--- src/rtl/pnp_card_pkg.sv ---
// Shared types and register indices for the plug-and-play card controller.
// Assumes an 8-bit index space; indices listed here are decoded by the top.
package pnp_card_pkg;

    typedef enum logic [1:0] {
        ST_WAIT_KEY = 2'd0,
        ST_SLEEP    = 2'd1,
        ST_ISOLATE  = 2'd2,
        ST_CONFIG   = 2'd3
    } card_state_e;

    localparam logic [7:0] IDX_RDPORT = 8'h00;
    localparam logic [7:0] IDX_CTRL   = 8'h02;
    localparam logic [7:0] IDX_WAKE   = 8'h03;
    localparam logic [7:0] IDX_RES    = 8'h04;
    localparam logic [7:0] IDX_STAT   = 8'h05;
    localparam logic [7:0] IDX_CSN    = 8'h06;
    localparam logic [7:0] IDX_LDN    = 8'h07;
    localparam logic [7:0] IDX_ACT    = 8'h30;
    localparam logic [7:0] IDX_RCHK   = 8'h31;

    localparam logic [7:0] RCHK_ONE  = 8'h55;
    localparam logic [7:0] RCHK_ZERO = 8'hAA;

endpackage

--- src/rtl/pnp_card_fsm.sv ---
// Card-level state machine and card select number.
// Assumes the top has already gated writes by state: csn_wr only in
// isolation/config, cmd_* only in config. wake_wr is ungated.
module pnp_card_fsm
    import pnp_card_pkg::*;
(
    input  logic        clk,
    input  logic        rst_n,
    input  logic        key_seen,
    input  logic        wake_wr,
    input  logic        csn_wr,
    input  logic [7:0]  wdata,
    input  logic        cmd_wfk,
    input  logic        cmd_csn_clr,
    output card_state_e state,
    output logic [7:0]  csn,
    output logic        ptr_rst
);

    logic wake_match;

    assign wake_match = (wdata == csn);
    assign ptr_rst    = wake_wr && (state != ST_WAIT_KEY) && wake_match;

    // State transitions: key, return command, wake and CSN assignment.
    always_ff @(posedge clk) begin
        if (!rst_n) begin
            state <= ST_WAIT_KEY;
        end else if (state == ST_WAIT_KEY) begin
            if (key_seen) state <= ST_SLEEP;
        end else if (cmd_wfk) begin
            state <= ST_WAIT_KEY;
        end else if (wake_wr) begin
            if (wake_match && state == ST_SLEEP)
                state <= (wdata == 8'h00) ? ST_ISOLATE : ST_CONFIG;
            else if (!wake_match && state != ST_SLEEP)
                state <= ST_SLEEP;
        end else if (csn_wr && state == ST_ISOLATE) begin
            state <= ST_CONFIG;
        end
    end

    // Card select number: cleared by command, loaded by a CSN write.
    always_ff @(posedge clk) begin
        if (!rst_n)           csn <= 8'h00;
        else if (cmd_csn_clr) csn <= 8'h00;
        else if (csn_wr)      csn <= wdata;
    end

    p_key_sleep_r2: assert property (@(posedge clk) disable iff (!rst_n)
        (state == ST_WAIT_KEY && key_seen) |=> state == ST_SLEEP);

    p_wake_cfg_r3: assert property (@(posedge clk) disable iff (!rst_n)
        (state == ST_SLEEP && wake_wr && wdata == csn && wdata != 8'h00)
        |=> state == ST_CONFIG);

    p_wake_iso_r3: assert property (@(posedge clk) disable iff (!rst_n)
        (state == ST_SLEEP && wake_wr && wdata == csn && wdata == 8'h00)
        |=> state == ST_ISOLATE);

    p_cmd_wfk_r4: assert property (@(posedge clk) disable iff (!rst_n)
        (cmd_wfk && !cmd_csn_clr) |=> (state == ST_WAIT_KEY && csn == $past(csn)));

    p_csn_clear_r4: assert property (@(posedge clk) disable iff (!rst_n)
        cmd_csn_clr |=> csn == 8'h00);

endmodule

--- src/rtl/pnp_res_ptr.sv ---
// Resource byte pointer with a ready flag.
// A consume is a ready read; it returns the pointed byte (0 past the end),
// advances the pointer and drops ready for one cycle.
module pnp_res_ptr #(
    parameter int ROM_DEPTH = 16
) (
    input  logic                   clk,
    input  logic                   rst_n,
    input  logic                   ptr_rst,
    input  logic                   rd_req,
    input  logic [ROM_DEPTH*8-1:0] rom_bytes,
    output logic [7:0]             res_byte,
    output logic                   ready
);

    localparam int PTR_W = $clog2(ROM_DEPTH + 1);

    logic [PTR_W-1:0] ptr;
    logic             in_range;
    logic             consume;

    assign in_range = (int'(ptr) < ROM_DEPTH);
    assign consume  = rd_req && ready;

    // Byte selection: zero when not ready or past the end.
    always_comb begin
        res_byte = 8'h00;
        if (ready && in_range) res_byte = rom_bytes[8*int'(ptr) +: 8];
    end

    // Pointer: reset by wake, advanced by consume, saturates at the end.
    always_ff @(posedge clk) begin
        if (!rst_n || ptr_rst)        ptr <= '0;
        else if (consume && in_range) ptr <= ptr + 1'b1;
    end

    // Ready flag: low for one cycle after a consume or a pointer reset.
    always_ff @(posedge clk) begin
        if (!rst_n)                  ready <= 1'b0;
        else if (ptr_rst || consume) ready <= 1'b0;
        else                         ready <= 1'b1;
    end

    p_consume_clr_r13: assert property (@(posedge clk) disable iff (!rst_n)
        consume |=> !ready);

    p_ready_set_r13: assert property (@(posedge clk) disable iff (!rst_n)
        (!ready && !ptr_rst) |=> ready);

    p_ptr_bound_r12: assert property (@(posedge clk) disable iff (!rst_n)
        int'(ptr) <= ROM_DEPTH);

endmodule

--- src/rtl/pnp_ldev_regs.sv ---
// Per-logical-device enable and range-check registers, plus the
// range-check reply. Assumes act_wr/rchk_wr/dev_reset are config-gated.
module pnp_ldev_regs #(
    parameter int NUM_LDN = 2,
    localparam int LDN_W  = (NUM_LDN > 1) ? $clog2(NUM_LDN) : 1
) (
    input  logic               clk,
    input  logic               rst_n,
    input  logic [LDN_W-1:0]   sel,
    input  logic               act_wr,
    input  logic               rchk_wr,
    input  logic [7:0]         wdata,
    input  logic               dev_reset,
    input  logic               io_rd,
    input  logic [LDN_W-1:0]   io_ldn,
    output logic               sel_act,
    output logic [1:0]         sel_rchk,
    output logic [NUM_LDN-1:0] dev_active,
    output logic               io_hit,
    output logic [7:0]         io_data
);

    logic [1:0] rchk [NUM_LDN];
    logic       sel_ok;
    logic       io_ok;

    assign sel_ok = (int'(sel) < NUM_LDN);
    assign io_ok  = (int'(io_ldn) < NUM_LDN);

    for (genvar g = 0; g < NUM_LDN; g++) begin : g_dev
        // Device g registers: cleared by reset command, written when selected.
        always_ff @(posedge clk) begin
            if (!rst_n || dev_reset) begin
                dev_active[g] <= 1'b0;
                rchk[g]       <= 2'b00;
            end else begin
                if (act_wr && sel == LDN_W'(g))  dev_active[g] <= wdata[0];
                if (rchk_wr && sel == LDN_W'(g)) rchk[g]       <= wdata[1:0];
            end
        end
    end

    // Readback of the selected device.
    always_comb begin
        sel_act  = 1'b0;
        sel_rchk = 2'b00;
        if (sel_ok) begin
            sel_act  = dev_active[sel];
            sel_rchk = rchk[sel];
        end
    end

    // Range-check reply for the addressed device.
    always_comb begin
        io_hit  = 1'b0;
        io_data = 8'h00;
        if (io_rd && io_ok && rchk[io_ldn][1] && !dev_active[io_ldn]) begin
            io_hit  = 1'b1;
            io_data = rchk[io_ldn][0] ? pnp_card_pkg::RCHK_ONE : pnp_card_pkg::RCHK_ZERO;
        end
    end

    p_dev_reset_r4: assert property (@(posedge clk) disable iff (!rst_n)
        dev_reset |=> dev_active == '0);

    p_act_write_r9: assert property (@(posedge clk) disable iff (!rst_n)
        (act_wr && sel_ok) |=> dev_active[$past(sel)] == $past(wdata[0]));

    p_io_pattern_r11: assert property (@(posedge clk) disable iff (!rst_n)
        io_hit |-> (io_data == 8'h55 || io_data == 8'hAA));

endmodule

--- src/rtl/pnp_card_ctrl.sv ---
// Top of the plug-and-play card controller: index register, write/read
// decode, read-port address and device select. Assumes one host access
// strobe per cycle; rd_data is valid combinationally while data_rd is high.
module pnp_card_ctrl
    import pnp_card_pkg::*;
#(
    parameter int  NUM_LDN   = 2,
    parameter int  ROM_DEPTH = 16,
    localparam int LDN_W     = (NUM_LDN > 1) ? $clog2(NUM_LDN) : 1
) (
    input  logic                   clk,
    input  logic                   rst_n,
    input  logic                   key_seen,
    input  logic                   addr_wr,
    input  logic [7:0]             addr_wdata,
    input  logic                   data_wr,
    input  logic [7:0]             data_wdata,
    input  logic                   data_rd,
    output logic [7:0]             rd_data,
    input  logic [ROM_DEPTH*8-1:0] rom_bytes,
    input  logic                   io_rd,
    input  logic [LDN_W-1:0]       io_ldn,
    output logic                   io_hit,
    output logic [7:0]             io_data,
    output logic [9:0]             rd_port_addr,
    output logic [1:0]             card_state,
    output logic [7:0]             csn,
    output logic [NUM_LDN-1:0]     dev_active
);

    card_state_e      state;
    logic [7:0]       idx;
    logic [7:0]       rdport;
    logic [LDN_W-1:0] ldn;
    logic             in_cfg;
    logic             cfg_wr;
    logic             cfg_rd;
    logic             ctrl_wr;
    logic             csn_wr;
    logic             ptr_rst;
    logic             sel_act;
    logic [1:0]       sel_rchk;
    logic [7:0]       res_byte;
    logic             ready;

    assign in_cfg       = (state == ST_CONFIG);
    assign cfg_wr       = data_wr && in_cfg;
    assign cfg_rd       = data_rd && in_cfg;
    assign ctrl_wr      = cfg_wr && idx == IDX_CTRL;
    assign csn_wr       = data_wr && idx == IDX_CSN && (in_cfg || state == ST_ISOLATE);
    assign card_state   = state;
    assign rd_port_addr = {rdport, 2'b00};

    // Index register: loaded by every address-port write.
    always_ff @(posedge clk) begin
        if (!rst_n)       idx <= 8'h00;
        else if (addr_wr) idx <= addr_wdata;
    end

    // Read-port address bits 9:2.
    always_ff @(posedge clk) begin
        if (!rst_n)                          rdport <= 8'h00;
        else if (cfg_wr && idx == IDX_RDPORT) rdport <= data_wdata;
    end

    if (NUM_LDN > 1) begin : g_multi_ldn
        // Device select: values beyond the device count are dropped.
        always_ff @(posedge clk) begin
            if (!rst_n) ldn <= '0;
            else if (cfg_wr && idx == IDX_LDN && int'(data_wdata) < NUM_LDN)
                ldn <= data_wdata[LDN_W-1:0];
        end
    end else begin : g_single_ldn
        assign ldn = '0;
    end

    pnp_card_fsm u_fsm (
        .clk         (clk),
        .rst_n       (rst_n),
        .key_seen    (key_seen),
        .wake_wr     (data_wr && idx == IDX_WAKE),
        .csn_wr      (csn_wr),
        .wdata       (data_wdata),
        .cmd_wfk     (ctrl_wr && data_wdata[1]),
        .cmd_csn_clr (ctrl_wr && data_wdata[2]),
        .state       (state),
        .csn         (csn),
        .ptr_rst     (ptr_rst)
    );

    pnp_res_ptr #(.ROM_DEPTH(ROM_DEPTH)) u_res (
        .clk       (clk),
        .rst_n     (rst_n),
        .ptr_rst   (ptr_rst),
        .rd_req    (cfg_rd && idx == IDX_RES),
        .rom_bytes (rom_bytes),
        .res_byte  (res_byte),
        .ready     (ready)
    );

    pnp_ldev_regs #(.NUM_LDN(NUM_LDN)) u_ldev (
        .clk        (clk),
        .rst_n      (rst_n),
        .sel        (ldn),
        .act_wr     (cfg_wr && idx == IDX_ACT),
        .rchk_wr    (cfg_wr && idx == IDX_RCHK),
        .wdata      (data_wdata),
        .dev_reset  (ctrl_wr && data_wdata[0]),
        .io_rd      (io_rd),
        .io_ldn     (io_ldn),
        .sel_act    (sel_act),
        .sel_rchk   (sel_rchk),
        .dev_active (dev_active),
        .io_hit     (io_hit),
        .io_data    (io_data)
    );

    // Read mux: zero outside config and for write-only indices.
    always_comb begin
        rd_data = 8'h00;
        if (cfg_rd) begin
            case (idx)
                IDX_RES:  rd_data = res_byte;
                IDX_STAT: rd_data = {7'b0, ready};
                IDX_CSN:  rd_data = csn;
                IDX_LDN:  rd_data = 8'(ldn);
                IDX_ACT:  rd_data = {7'b0, sel_act};
                IDX_RCHK: rd_data = {6'b0, sel_rchk};
                default:  rd_data = 8'h00;
            endcase
        end
    end

    p_rd_gate_r5: assert property (@(posedge clk) disable iff (!rst_n)
        (data_rd && state != ST_CONFIG) |-> rd_data == 8'h00);

    p_rdport_r6: assert property (@(posedge clk) disable iff (!rst_n)
        (cfg_wr && idx == IDX_RDPORT) |=> rd_port_addr[9:2] == $past(data_wdata));

    p_csn_hold_r5: assert property (@(posedge clk) disable iff (!rst_n)
        (!data_wr) |=> csn == $past(csn));

endmodule

--- config.mk ---
export PLATFORM = sky130hd
export DESIGN_NAME = pnp_card_ctrl
export DESIGN_NICKNAME = d
export VERILOG_FILES = /design/src/rtl/pnp_card_pkg.sv /design/src/rtl/pnp_card_fsm.sv /design/src/rtl/pnp_res_ptr.sv /design/src/rtl/pnp_ldev_regs.sv /design/src/rtl/pnp_card_ctrl.sv
export SDC_FILE = /design/constraint.sdc
export NUM_CORES = 1
export LEC_CHECK = 0
export BUFFER_PORTS_ARGS = -buffer_cell sky130_fd_sc_hd__buf_2
export CORE_UTILIZATION = 40
export CTS_CLUSTER_SIZE = 25
export DETAILED_ROUTE_END_ITERATION = 10
export PLACE_DENSITY = 0.78
export SLEW_MARGIN = 25
export SYNTH_ARGS = -nofsm -noshare
export SYNTH_HDL_FRONTEND = slang
export SYNTH_HIERARCHICAL = 1
export SYNTH_SLANG_ARGS = --single-unit
export TNS_END_PERCENT = 10
--- constraint.sdc ---
create_clock -name clk -period 2.2 [get_ports clk]
set_input_delay 0.22 -clock clk [delete_from_list [all_inputs] [get_ports clk]]
set_output_delay 0.22 -clock clk [all_outputs]
set_load 0.005 [all_outputs]
**Word-level counts from Yosys, hierarchy flattened**

Memory sizes are Yosys's and may differ from the RTL's. A register that Yosys moved wholly into a read port is not among the register bits.
Cells that the tools add are included.

- Register bits: 35
- Memory bits (writable): 4
- Input bits: 152
- Output and inout bits: 39
- Word-level logic and storage cells: 109
- Memories: 1

- Add/subtract/negate cells: 1
- Order comparisons: 4
- Equal/unequal tests: 15
- Shifts and indexed selects: 1
- Muxes and demuxes: 31
- Bitwise logic cells: 4
- Reduce and logical (&&, ||, !) cells: 43

Memories:

| memory | words | bits a word | rd ports | clocked after memory_dff | write ports | RTL line | source |
|---|---|---|---|---|---|---|---|
| u_ldev.rchk | 2 | 2 | 2 | 1 | 2 | pnp_ldev_regs.sv:23 | `logic [1:0] rchk [NUM_LDN];` |

Operators by type and width:

| operator | number |
|---|---|
| $shiftx A128 B9 Y8 | 1 |
| $pmux W8 S6 | 1 |
| $eq A8 B3 Y1 const B | 4 |
| $mux W8 | 4 |
| $logic_and A1 B1 Y1 | 29 |
| $mux W2 | 9 |
| $mux W1 | 17 |
| $eq A8 B2 Y1 const B | 2 |
| $eq A8 B6 Y1 const B | 2 |
| $logic_not A8 Y1 | 2 |
| $eq A8 B8 Y1 | 1 |
| $lt A8 B2 Y1 const B | 1 |
| $add A5 B1 Y5 const B | 1 |
| $lt A5 B5 Y1 const B | 1 |
| $ne A5 B5 Y1 const B | 1 |
| $eq A2 B2 Y1 const B | 2 |
| $logic_or A1 B1 Y1 | 4 |
| $lt A1 B2 Y1 const B | 2 |
| $reduce_bool A4 Y1 | 1 |
| $logic_not A1 Y1 | 3 |
| $reduce_and A3 Y1 | 1 |
| $eq A2 B1 Y1 const B | 1 |
| $logic_not A2 Y1 | 1 |
| $ne A2 B1 Y1 const B | 1 |
| other kinds (5) | 7 |

**Depth between registers and ports, before layout**

- Depth after elaboration: 8
- Mapped depth: 9
- Gate-level depth less buffers: 8

**Modules after synthesis**

Netlist, hierarchy kept.

Modules (own cells, without submodules):

| module | instances | cells an instance | area each (sq um) | sequential area each (sq um) |
|---|---|---|---|---|
| pnp_res_ptr | 1 | 117 | 1350.0 | 120.1 |
| pnp_card_ctrl | 1 | 109 | 965.9 | 340.3 |
| pnp_card_fsm | 1 | 54 | 506.7 | 200.2 |
| pnp_ldev_regs | 1 | 42 | 401.6 | 160.2 |

**Least setup slack after synthesis**

OpenSTA, ideal clock, no wires.

- Path kind: flip-flop to output port
- From: register u_res.ptr[0]
- To: output port rd_data[0]
- Arrival: 1.913 ns
- Required time: 1.980 ns
- Slack: 0.067 ns
- Cell stages (with the launch flop): 9
- Path buffers: 2
- Cells stage by stage: dfxtp_1 > buf_6 > buf_12 > mux4_2 > mux2i_1 > o22ai_1 > mux4_2 > nand3_1 > a31oi_1

- Cells in the longest elaborated chain, start to end: 5
- Elaborated cells on any way between the ends: 6
- Those cells by class: order compare: 1; shift: 1; mux: 3; reduce/logical: 1

Ends and longest elaborated chain:

| item | RTL line | source |
|---|---|---|
| start: declaration | pnp_res_ptr.sv:18 | `logic [PTR_W-1:0] ptr;` |
| start signal: assignment | pnp_res_ptr.sv:34 | `else if (consume && in_range) ptr <= ptr + 1'b1;` |
| parallel branches: the longest is 2 deep, another holds $shiftx A128 B9 Y8 | -- |  |
| $mux W8 * | pnp_res_ptr.sv:28 | `if (ready && in_range) res_byte = rom_bytes[8*int'(ptr) +: 8];` |
| net res_byte[0] | pnp_card_ctrl.sv:43 | `logic [7:0] res_byte;` |
| $pmux W8 S6 * | pnp_card_ctrl.sv:122 | `case (idx)` |
| $mux W8 * | pnp_card_ctrl.sv:121 | `if (cfg_rd) begin` |
| end: declaration | pnp_card_ctrl.sv:19 | `output logic [7:0] rd_data,` |

Mark *: on every way through the listed nets, which the timed path passes.

**Worst setup path in the final report**

Ends and elaborated chain as after synthesis.

==> impl_metrics.toml <==
[run_status]
status = "complete, but fails checks"
violations = "setup timing"

[clock_network]
clock_latency_ns = 0.29
cts_root_buf = "clkbuf_8"
cts_buffers = 5
clkTransAtPathRegs_ns = 0.08
cts_tree = "done"
cts_max_level = 2
cts_sinks = 39
clockBufferDepth = 2

[placed_design]
hpwl_mm = 8.38
place_area_um2 = 4230
place.gp.congestion = 0.866
portBuffers = 188
dp.cells = 604

[final_layout]
nets = 662
diodes = 0
syn_to_final_growth_pct = 36.8
finalNonFillerCells = 612
stdcell_area_um2 = 4410
regArea_um2 = 832
final_layout_size_suffix_gt1_share_pct = 49.6
num-fill-cells = 713
multiInputGateArea_um2 = 2170

[synth]
synthCells = 322
synth_edf_count = 4
synth_area_leaders = "dfxtp_1 22%, mux2i_1 18%, mux4_2 13%"
synth.cell_area_um2 = 3220
synthSimpleGateAreaFrac_pct = 18.5
synth.yosys.seq_area_share_pct = 25.5
synth_top_cell_by_area = "dfxtp_1"
synth_compound_area_share_pct = 8.23
async_flop_share_pct = 0
muxShareOfSynthArea_pct = 36.4
ys_dominant_reg_cell = "dfxtp_1"
synth_xor_area_share_pct = 2.99
ys_seq_elements = 39
synth_top_area_share_pct = 21.7
yosysUniqueCellTypes = 56
synth_top_family_by_area = "multiplexers"
syn_avg_cell_area_um2 = 10.0
synthAdderAreaFrac_pct = 0.388
ys_warn_count = 6

[run]
cap_viol_max_count = 0

[pwr]
p_int_mw = 1.33
peakVddDrop_v = 0.000241
switching_share_pct = 24.4
combPwrFrac_pct = 19.5
p_per_area_nw_per_um2 = 398
seqPwrFrac_pct = 42.2
pwr-share-clk_pct = 38.3
leakage_nw = 2.04
switching_power_mw = 0.428
total_power_mw = 1.75

[setup_path]
worstPathArrival_ns = 2.29
cp-startpoint = "u_res/ptr[0]$_SDFFE_PP0P_"
reg2regPathDepth = 8
critPathKind = "flop to primary output"
cp_max_fo = 4
endpoint = "rd_data[0]"
setup.worst_path.end_class = "primary output"
worstPathRequired_ns = 1.98
worst-r2r-setup-slack_ns = -0.06
cp-start-kind = "flop"
r2r-start = "idx[4]$_SDFFE_PN0P_"
r2r-end = "u_fsm/state[0]$_SDFFE_PN0P_"

[die]
ios = 191
fp.dieArea_um2 = 8420
die_x_um = 91.8
die_h_um = 91.8
core-area_um2 = 7770
row_count = 32
start_util_pct = 41.5

[route]
dr.pass1.iters = 4
wl_per_cell_um = 16.6
via_per_inst = 5.43
wirelength_mm = 10.2
drt_iter0_markers = 167
drc = 0
dr_total_vias = 3326
final_antenna_net_count = 0

[sta]
finalClockSkew_ns = 0.0108
worst_pin_slew_ns = 0.539
max_freq_mhz = 398
maxSlewHeadroom_pct = 63.5
fin_setup_tns_ns = -1.08
hold_slack_ns = 0.162
period_share_pct = 114
period_needed_ns = 2.51
final_max_slew_viol_count = 0
setup_slack_ns = -0.310
hold_viol_final = 0
rsz0062_at_grt = "true"
finalSetupViolCount = 9

[hold_path]
hp-class = "primary input to flop"

[global_routing]
grtUsageTotal_pct = 24.5
grt_first_pass_wirelength_mm = 16.5
grt_pass1_vias = 3616
antenna_found_initial = 0
grt_overflow_total = 0
grt_max_degree = 26
[through the flow]
step	worst slack, ns	util (%)
floorplan	0.0669	-
finish	-0.310	56.8
global placement	-0.143	54.5
CTS	-0.334	56.6
detailed placement	-0.189	54.5
global route	-0.394	56.8
[cells by family after synthesis]
logic type | count (synthesis)
and+or+nand+nor | 115
muxes | 85
DFF | 39
buffers and inverters | 36
AOI/OAI and AO/OA | 34
xor gates and xnor gates | 11
adders and majority gates | 1
other | 1
[how the worst min path moves through the flow]
stage,startpoint,endpoint,cells after the start
final,addr_wdata[2],idx[2]$_SDFFE_PN0P_,3
after CTS,addr_wdata[5],idx[5]$_SDFFE_PN0P_,3
after global routing,addr_wdata[4],idx[4]$_SDFFE_PN0P_,3
after floorplan,rst_n,u_fsm/state[0]$_SDFFE_PN0P_,1
after global placement,u_res/ready$_SDFF_PN0_,u_res/ready$_SDFF_PN0_,1
after detailed placement,addr_wdata[5],idx[5]$_SDFFE_PN0P_,3
[flip-flops by register name, summed over array words and instances (netlist names)]
register,flops
u_ldev/rchk,4
u_fsm/csn,8
ldn,1
u_res/ptr,5
u_fsm/state,2
idx,8
rdport,8
u_res/ready,1
u_ldev/dev_active,2
[power groups by stage]
| stage | logic [mW] | clock network, mW | registers [mW] |
|---|---|---|---|
| 2_1_floorplan | 0.151 | 0 | 0.758 |
| 3_3_place_gp | 0.328 | 0 | 0.760 |
| 3_5_place_dp | 0.337 | 0 | 0.760 |
| 4_1_cts | 0.342 | 0.680 | 0.741 |
| 5_1_grt | 0.372 | 0.712 | 0.742 |
| 6_report | 0.342 | 0.671 | 0.741 |
[repair_timing]
| action | CTS | global route |
|---|---|---|
| pin swaps | 4 | 1 |
| resized for setup | 12 | 4 |
| buffers inserted | 0 | 0 |
| endpoints found under the setup margin | 8 | 11 |
| hold buffers | 0 | 0 |
| cloned | 0 | 0 |
[worst max-delay path: stages, from the launching register on]
cell,delay [ns]
dfxtp_4,0.39
mux4_2,0.53
mux2i_2,0.21
o22ai_2,0.10
mux4_2,0.48
nand3_2,0.07
a31oi_1,0.08
buf_2,0.13
[layout by cell type, fill, tap and decap left out, types with 2 or more instances in the layout]
| cell | n |
|---|---|
| nor3b_1 | 2 |
| o22ai_1 | 7 |
| nor4b_1 | 2 |
| mux4_1 | 4 |
| xor2_1 | 10 |
| and3b_1 | 2 |
| nand2_1 | 10 |
| o21ai_2 | 2 |
| mux4_2 | 20 |
| nor3_1 | 3 |
| inv_1 | 7 |
| a21oi_1 | 3 |
| nand3_1 | 8 |
| buf_6 | 2 |
| and3_1 | 2 |
| conb_1 | 2 |
| or3_1 | 3 |
| mux2i_1 | 56 |
| a221o_1 | 8 |
| nand2b_1 | 5 |
| dfxtp_1 | 32 |
| buf_2 | 188 |
| nor2b_1 | 5 |
| buf_12 | 2 |
| nor4_1 | 5 |
| mux2_2 | 3 |
| nand4_1 | 2 |
| a31oi_1 | 2 |
| clkbuf_8 | 5 |
| buf_4 | 16 |
| and2_1 | 4 |
| nor2_1 | 54 |
| edfxtp_1 | 4 |
| dfxtp_4 | 3 |
[cell usage after synthesis, types with 2 or more instances]
| library cell | number |
|---|---|
| nand3_1 | 9 |
| and3b_1 | 2 |
| and3_1 | 2 |
| buf_4 | 11 |
| mux4_1 | 5 |
| nor4_1 | 5 |
| buf_8 | 2 |
| nand4_1 | 2 |
| mux4_2 | 19 |
| nor4b_1 | 2 |
| xor2_1 | 10 |
| buf_2 | 6 |
| buf_6 | 4 |
| mux2_2 | 3 |
| nor2b_1 | 5 |
| a21oi_1 | 4 |
| or3_1 | 3 |
| mux2i_1 | 57 |
| dfxtp_1 | 35 |
| and2_1 | 4 |
| edfxtp_1 | 4 |
| buf_1 | 2 |
| clkbuf_1 | 3 |
| nand2b_1 | 5 |
| a221o_1 | 8 |
| inv_1 | 7 |
| o22ai_1 | 8 |
| nand2_1 | 10 |
| a31oi_1 | 2 |
| nor3b_1 | 2 |
| nor3_1 | 3 |
| nor2_1 | 54 |
[layout make-up]
cell class / instances / area share [%]
clock buffer: 7 / 2.21
sequential: 39 / 18.9
inverter: 7 / 0.596
clock inverter: 1 / 0.681
multi-input combinational: 248 / 49.3
tap: 102 / 2.89
timing repair buffer: 208 / 25.5
[layer usage]
metal	global-route usage (%)	up-vias	wire length [um]
li1	-	1580	-
met4	12.2	0	286
met3	4.23	30	737
met1	29.6	1567	4080
met5	0	-	0
met2	42.1	149	5080
(Power assumes the default switching activity.)
